==> config.mk <==
export PLATFORM = sky130hd
export DESIGN_NAME = opmode_ctrl
export DESIGN_NICKNAME = d
export VERILOG_FILES = /design/src/rtl/opmode_pkg.sv /design/src/rtl/opmode_next.sv /design/src/rtl/opmode_state.sv /design/src/rtl/opmode_pwr.sv /design/src/rtl/opmode_ctrl.sv
export SDC_FILE = /design/constraint.sdc
export NUM_CORES = 1
export LEC_CHECK = 0
export ABC_AREA = 1
export BUFFER_PORTS_ARGS = -buffer_cell sky130_fd_sc_hd__buf_2
export CORE_MARGIN = 4
export CORE_UTILIZATION = 42
export DETAILED_ROUTE_END_ITERATION = 12
export PLACE_DENSITY = 0.77
export SLEW_MARGIN = 40
export SYNTH_ARGS = -nofsm -noshare
export SYNTH_HDL_FRONTEND = slang
export SYNTH_SLANG_ARGS = --single-unit
==> constraint.sdc <==
create_clock -name clk -period 1.6 [get_ports clk]
set_clock_uncertainty 0.15 [all_clocks]
set_input_delay 0.08 -clock clk [delete_from_list [all_inputs] [get_ports clk]]
set_output_delay 0.08 -clock clk [all_outputs]
set_load 0.02 [all_outputs]
==> src/rtl/opmode_pkg.sv <==
package opmode_pkg;
  localparam int MODE_W = 3;

  typedef enum logic [MODE_W-1:0] {
    M_RUN   = 3'd0,
    M_BKG   = 3'd1,
    M_WAIT  = 3'd2,
    M_STOP1 = 3'd3,
    M_STOP2 = 3'd4,
    M_STOP3 = 3'd5
  } mode_e;

  typedef struct packed {
    logic cpu;
    logic bus;
    logic reg_full;
    logic ram_ret;
    logic reg_ret;
  } pwr_en_t;

  typedef struct packed {
    logic force_rst;
    logic go;
    logic wake;
    logic stop_i;
    logic wait_i;
    logic brk_mon;
    logic brk_ctl;
    logic bg_instr;
    logic bg_cmd;
  } evt_t;

  // Enables implied by a mode; a pending restart gates everything off.
  function automatic pwr_en_t mode_enables(mode_e m, logic restart);
    pwr_en_t e;
    e = '0;
    if (!restart) begin
      unique case (m)
        M_RUN:   e = '{cpu: 1'b1, bus: 1'b1, reg_full: 1'b1, ram_ret: 1'b1, reg_ret: 1'b1};
        M_BKG,
        M_WAIT:  e = '{cpu: 1'b0, bus: 1'b1, reg_full: 1'b1, ram_ret: 1'b1, reg_ret: 1'b1};
        M_STOP1: e = '0;
        M_STOP2: e = '{cpu: 1'b0, bus: 1'b0, reg_full: 1'b0, ram_ret: 1'b1, reg_ret: 1'b0};
        M_STOP3: e = '{cpu: 1'b0, bus: 1'b0, reg_full: 1'b0, ram_ret: 1'b1, reg_ret: 1'b1};
        default: e = '0;
      endcase
    end
    return e;
  endfunction
endpackage

==> src/rtl/opmode_next.sv <==
module opmode_next
  import opmode_pkg::*;
#(
  parameter int DEPTH_W = 2
) (
  input  mode_e              mode_q,
  input  logic               restart_q,
  input  logic               pin_q,
  input  logic               mode_pin,
  input  evt_t               ev,
  input  logic [DEPTH_W-1:0] stop_depth,
  output mode_e              mode_d,
  output logic               restart_d,
  output logic               pin_d,
  output logic               vec_d
);
  logic bg_any;
  assign bg_any = ev.bg_cmd | ev.bg_instr | ev.brk_ctl | ev.brk_mon;

  always_comb begin
    mode_d    = mode_q;
    restart_d = 1'b0;
    pin_d     = pin_q;
    vec_d     = 1'b0;
    if (ev.force_rst) begin
      restart_d = 1'b1;
      pin_d     = mode_pin;
    end else if (restart_q) begin
      mode_d = pin_q ? M_RUN : M_BKG;
      vec_d  = pin_q;
    end else begin
      unique case (mode_q)
        M_RUN: begin
          if (bg_any)
            mode_d = M_BKG;
          else if (ev.wait_i)
            mode_d = M_WAIT;
          else if (ev.stop_i) begin
            if (stop_depth == DEPTH_W'(1))      mode_d = M_STOP1;
            else if (stop_depth == DEPTH_W'(2)) mode_d = M_STOP2;
            else if (stop_depth == DEPTH_W'(3)) mode_d = M_STOP3;
          end
        end
        M_BKG:   if (ev.go) mode_d = M_RUN;
        M_WAIT,
        M_STOP3: if (ev.wake) mode_d = M_RUN;
        M_STOP1,
        M_STOP2: if (ev.wake) begin
          restart_d = 1'b1;
          pin_d     = mode_pin;
        end
        default: mode_d = M_RUN;
      endcase
    end
  end
endmodule

==> src/rtl/opmode_state.sv <==
module opmode_state
  import opmode_pkg::*;
(
  input  logic  clk,
  input  logic  rst,
  input  logic  mode_pin,
  input  mode_e mode_d,
  input  logic  restart_d,
  input  logic  pin_d,
  input  logic  vec_d,
  output mode_e mode_q,
  output logic  restart_q,
  output logic  pin_q,
  output logic  vec_q
);
  always_ff @(posedge clk) begin
    if (rst) begin
      mode_q    <= M_RUN;
      restart_q <= 1'b1;
      pin_q     <= mode_pin;
      vec_q     <= 1'b0;
    end else begin
      mode_q    <= mode_d;
      restart_q <= restart_d;
      pin_q     <= pin_d;
      vec_q     <= vec_d;
    end
  end
endmodule

==> src/rtl/opmode_pwr.sv <==
module opmode_pwr
  import opmode_pkg::*;
(
  input  logic    clk,
  input  logic    rst,
  input  mode_e   mode_q,
  input  logic    restart_q,
  output pwr_en_t en_q
);
  always_ff @(posedge clk) begin
    if (rst) en_q <= '0;
    else     en_q <= mode_enables(mode_q, restart_q);
  end
endmodule

==> src/rtl/opmode_ctrl.sv <==
module opmode_ctrl
  import opmode_pkg::*;
#(
  parameter int              DEPTH_W  = 2,
  parameter int              VEC_W    = 16,
  parameter logic [VEC_W-1:0] VEC_ADDR = 16'hFFFE
) (
  input  logic               clk,
  input  logic               rst,
  input  logic               dbg_force_rst,
  input  logic               mode_pin,
  input  logic               dbg_bg_cmd,
  input  logic               bg_instr,
  input  logic               brk_ctl_hit,
  input  logic               brk_mon_hit,
  input  logic               wait_instr,
  input  logic               stop_instr,
  input  logic [DEPTH_W-1:0] stop_depth,
  input  logic               wake,
  input  logic               dbg_go,
  output logic [2:0]         mode_o,
  output logic               cpu_clk_en,
  output logic               bus_clk_en,
  output logic               reg_full_en,
  output logic               ram_ret_en,
  output logic               regs_ret_en,
  output logic               vec_fetch,
  output logic [VEC_W-1:0]   vec_addr
);
  evt_t    ev;
  mode_e   mode_q, mode_d;
  logic    restart_q, restart_d, pin_q, pin_d, vec_q, vec_d;
  pwr_en_t en_q;

  assign ev = '{force_rst: dbg_force_rst, go: dbg_go, wake: wake,
                stop_i: stop_instr, wait_i: wait_instr, brk_mon: brk_mon_hit,
                brk_ctl: brk_ctl_hit, bg_instr: bg_instr, bg_cmd: dbg_bg_cmd};

  opmode_next #(.DEPTH_W(DEPTH_W)) u_next (
    .mode_q(mode_q), .restart_q(restart_q), .pin_q(pin_q), .mode_pin(mode_pin),
    .ev(ev), .stop_depth(stop_depth),
    .mode_d(mode_d), .restart_d(restart_d), .pin_d(pin_d), .vec_d(vec_d)
  );

  opmode_state u_state (
    .clk(clk), .rst(rst), .mode_pin(mode_pin),
    .mode_d(mode_d), .restart_d(restart_d), .pin_d(pin_d), .vec_d(vec_d),
    .mode_q(mode_q), .restart_q(restart_q), .pin_q(pin_q), .vec_q(vec_q)
  );

  opmode_pwr u_pwr (
    .clk(clk), .rst(rst), .mode_q(mode_q), .restart_q(restart_q), .en_q(en_q)
  );

  assign mode_o      = mode_q;
  assign cpu_clk_en  = en_q.cpu;
  assign bus_clk_en  = en_q.bus;
  assign reg_full_en = en_q.reg_full;
  assign ram_ret_en  = en_q.ram_ret;
  assign regs_ret_en = en_q.reg_ret;
  assign vec_fetch   = vec_q;
  assign vec_addr    = vec_q ? VEC_ADDR : '0;
endmodule

==> results.md <==
Logic synthesis:
- Each instance of the synthesized netlist takes up on average 6.99 um2.
- The number of synthesized register bits is 10.
- For this run, the register share of the synthesized area comes to 0.310.
- The share of synthesized flip-flops with an asynchronous set or reset is 0.
- The cell type contributing the most total cell area after synthesis is sky130_fd_sc_hd__dfxtp_1.
- The number of nets handed over by synthesis was 111.
- In this run, distinct cell masters in the synthesized netlist total 22.
- The instance count of the mapped netlist is 97.
- The share of synthesized area in the top cell type comes to 0.266.
- Yosys printed 0 warnings.
- Yosys mapped a number of flops with a built-in enable equal to 1.
- In this run the cell area of the synthesized design comes to 678 um2.
- Among all flip-flop cells after synthesis, the most frequent one is sky130_fd_sc_hd__dfxtp_1.
- After synthesis, the cell types taking the most area are sky130_fd_sc_hd__dfxtp_1, sky130_fd_sc_hd__buf_4, sky130_fd_sc_hd__nand2_1, sky130_fd_sc_hd__nor2_1, sky130_fd_sc_hd__inv_1.

Die:
- The die span in y is 48.2 um.
- The core region area is 0.00152 mm2.
- For this configuration, the core starts out at a cell density of 0.445.
- The floorplan step defined a die boundary enclosing 0.00232 mm2.
- The initialized floorplan defines 14 standard-cell rows.
- During I/O placement, the number of pins put on the boundary was 39.
- The die extent in x is 48.2 um.

Worst setup path:
- In this design, the stage delay of the slowest critical-path cell is 570 ps.
- Data on the critical path is required at its endpoint by 1660 ps.
- The sort of element at the end of the critical path is a register.
- The most repeated library cell on the critical path is sky130_fd_sc_hd__dlygate4sd3_1.
- Data on the critical path arrives at its endpoint at 1570 ps.
- The maximum fanout encountered on the critical timing path is 2.
- The worst setup path is launched from a primary input.
- Traced cell by cell, the critical path runs through dlygate4sd3_1 > buf_2 > nor4_1 > dlygate4sd3_1.
- The worst setup path category is in2reg.
- Among all stages on the critical path, the largest delay is contributed by sky130_fd_sc_hd__dlygate4sd3_1.
- The slack of the worst reg-to-reg path is 160 ps.

Outcome:
- The flow ran to the end, and the final reports show no timing, DRC or antenna violations.

Detailed routing:
- The final route contains 682 vias.
- After detailed routing, the average wire length per cell comes to 9.60 um.
- The first-pass detailed-route iteration total is 4.
- Dividing the detail-routed via count by the number of cells gives 4.87.
- For this run, design rule violations remaining after detail routing come to 0.
- Summed over all layers, the routed wires come to 1340 um.
- The remaining number of nets flagged by the antenna check after routing is 0.
- For this block, the initial DRC count from the detailed router was 18.

Layout:
- Leaving out fill and tap cells, the most frequent cell in the layout is sky130_fd_sc_hd__buf_2.
- The utilization after layout is 0.540.
- Compared with the post-synthesis result, the final layout area differs by 21.4%.
- The repair_antennas step left the layout with diodes totalling 0.
- The share of post-route cells with drive strength above 1 is 0.411.
- The library cells used most frequently in the layout, excluding fill and tap cells, are sky130_fd_sc_hd__buf_2, sky130_fd_sc_hd__nand2_1, sky130_fd_sc_hd__nor2_1.
- In the final design database the tool counted 139 nets.

Global route:
- The total congestion overflow after global routing is 0.
- The number of global-route vias before repair is 550.
- Across every metal layer, demand over resource in global routing totals 0.132.
- The initial antenna violation count is 0.
- The first global-routing pass estimated 2100 um of wire.
- Entering global routing, the biggest net connects 17 pins.

Run:
- Across the run, the number of max-cap violations was 0.

Clocking:
- The CTS tree is built.
- Buffers inserted during clock tree synthesis total 3.
- The clock tree root driver cell is sky130_fd_sc_hd__clkbuf_4.
- Clock tree synthesis found a total of 10 sinks.
- The clock reaches the later pin of the worst-skew pair after 270 ps.
- The buffer depth of the longest clock path is 2.
- Buffers added to address setup during post-CTS repair amount to 0.
- The clock input transition at the sequential cells of the worst setup and hold paths is 60 ps.
- In this run the number of H-tree levels came out at 1.

Timing:
- The final setup violation count is 0.
- Setup total negative slack on the finished layout was measured at 0 ps.
- Setup repair after global routing left no endpoint under its margin.
- Counting I/O delays and the setup requirement, the final critical path takes 1510 ps.
- The share of the cycle needed by the critical path after routing is 0.941.
- The number of endpoints with negative hold slack in the final report is 0.
- The number of max-slew violations in the final report is 0.
- The peak clock frequency supported by timing is 664 MHz.

Placed design:
- The count of buffers added on input and output ports is 37.
- The placer's final routability congestion estimate is 0.868.
- The post-DP HPWL is 1100 um.

Worst hold path:
- The class of the worst hold path is in2reg.

Power and ir drop:
- For this design the ratio of total power to cell area is 820 mW/mm2.
- In this run the static leakage power is 0.486 nW.
- The maximum resistive drop on vdd is 0.476 mV.
- The final total power is 0.000675 W.
==> Yosys cell counts, types with 2 or more instances <==
library cell / count
sky130_fd_sc_hd__buf_4: 17
sky130_fd_sc_hd__nand2_1: 16
sky130_fd_sc_hd__nor2_1: 16
sky130_fd_sc_hd__inv_1: 10
sky130_fd_sc_hd__dfxtp_1: 9
sky130_fd_sc_hd__a21oi_1: 5
sky130_fd_sc_hd__nand3_1: 5
sky130_fd_sc_hd__inv_2: 2
sky130_fd_sc_hd__nand3_2: 2
sky130_fd_sc_hd__nand4_1: 2
sky130_fd_sc_hd__o211ai_1: 2
==> report_power, final <==
group | internal [W] | switching, W | leakage, nW | total, W
registers | 0.000268 | 0.0000164 | 0.0850 | 0.000285
clock network | 0.000138 | 0.0000877 | 0.0210 | 0.000226
logic | 0.0000615 | 0.000103 | 0.380 | 0.000165
total | 0.000468 | 0.000207 | 0.486 | 0.000675
==> cell families (layout without fill, tap and decap cells) <==
group,count (synthesis),after routing,share of synthesized area
AOI/OAI and AO/OA,8,8,0.0701
buffers and inverters,31,58,0.277
DFF,10,10,0.310
other,1,1,0.00553
and+or+nand+nor,47,47,0.338
==> timing repair <==
| item | in CTS | in global routing |
|---|---|---|
| hold buffers | 4 | 0 |
| setup endpoints to repair | 0 | 3 |
| resized for setup | 0 | 2 |
| endpoints found under the hold margin | 6 | 0 |
==> worst max-delay path: cells and delay by family <==
kind / cells / cell delay, ps
buffers and inverters: 3 / 1230
AND/OR/NAND/NOR: 1 / 250
==> metrics by stage <==
step | std cells | hold slack [ps] | setup WS, ps | area [um2]
6_report | 140 | 5.97 | 94.9 | 823
5_1_grt | 140 | 11.8 | 10.3 | 823
4_1_cts | 140 | 11.2 | 111 | 821
3_5_place_dp | 132 | 109 | 143 | 744
3_3_place_gp | 132 | 110 | 155 | 744
2_1_floorplan | 97 | 7.43 | 146 | 678
==> final cells by class <==
| type | count | area [um2] |
|---|---|---|
| fill | 154 | 701 |
| multi-input combinational | 56 | 280 |
| timing repair buffer | 41 | 225 |
| sequential | 10 | 213 |
| inverter | 13 | 48.8 |
| clock buffer | 4 | 36.3 |
| tap | 16 | 20.0 |
==> flip-flops by register name (all words and copies together) (netlist names) <==
register           cells
u_state.vec_q          1
u_pwr.en_q             4
u_state.mode_q         3
u_state.pin_q          1
u_state.restart_q      1
==> path summary, 6_finish.rpt <==
path / depth (start not counted) / endpoint / startpoint
worst max-delay path: 4 / u_state.vec_q$_SDFF_PP0_ / dbg_force_rst
worst min-delay path: 3 / u_state.restart_q$_SDFF_PP1_ / wake
worst max register to register: 9 / u_state.mode_q[2]$_SDFFE_PP0P_ / u_state.mode_q[0]$_SDFFE_PP0P_
worst min register to register: 2 / u_state.mode_q[2]$_SDFFE_PP0P_ / u_state.mode_q[2]$_SDFFE_PP0P_
==> per-layer routing <==
layer  GRT usage  vias up  part of all wire
met5           0        -                 0
met4      0.0806        0             0.016
met3      0.0480        4              0.12
met2       0.208       35              0.46
met1       0.151      302              0.41
li1            -      341                 -
Note: power is estimated with default switching activity, not from simulation.
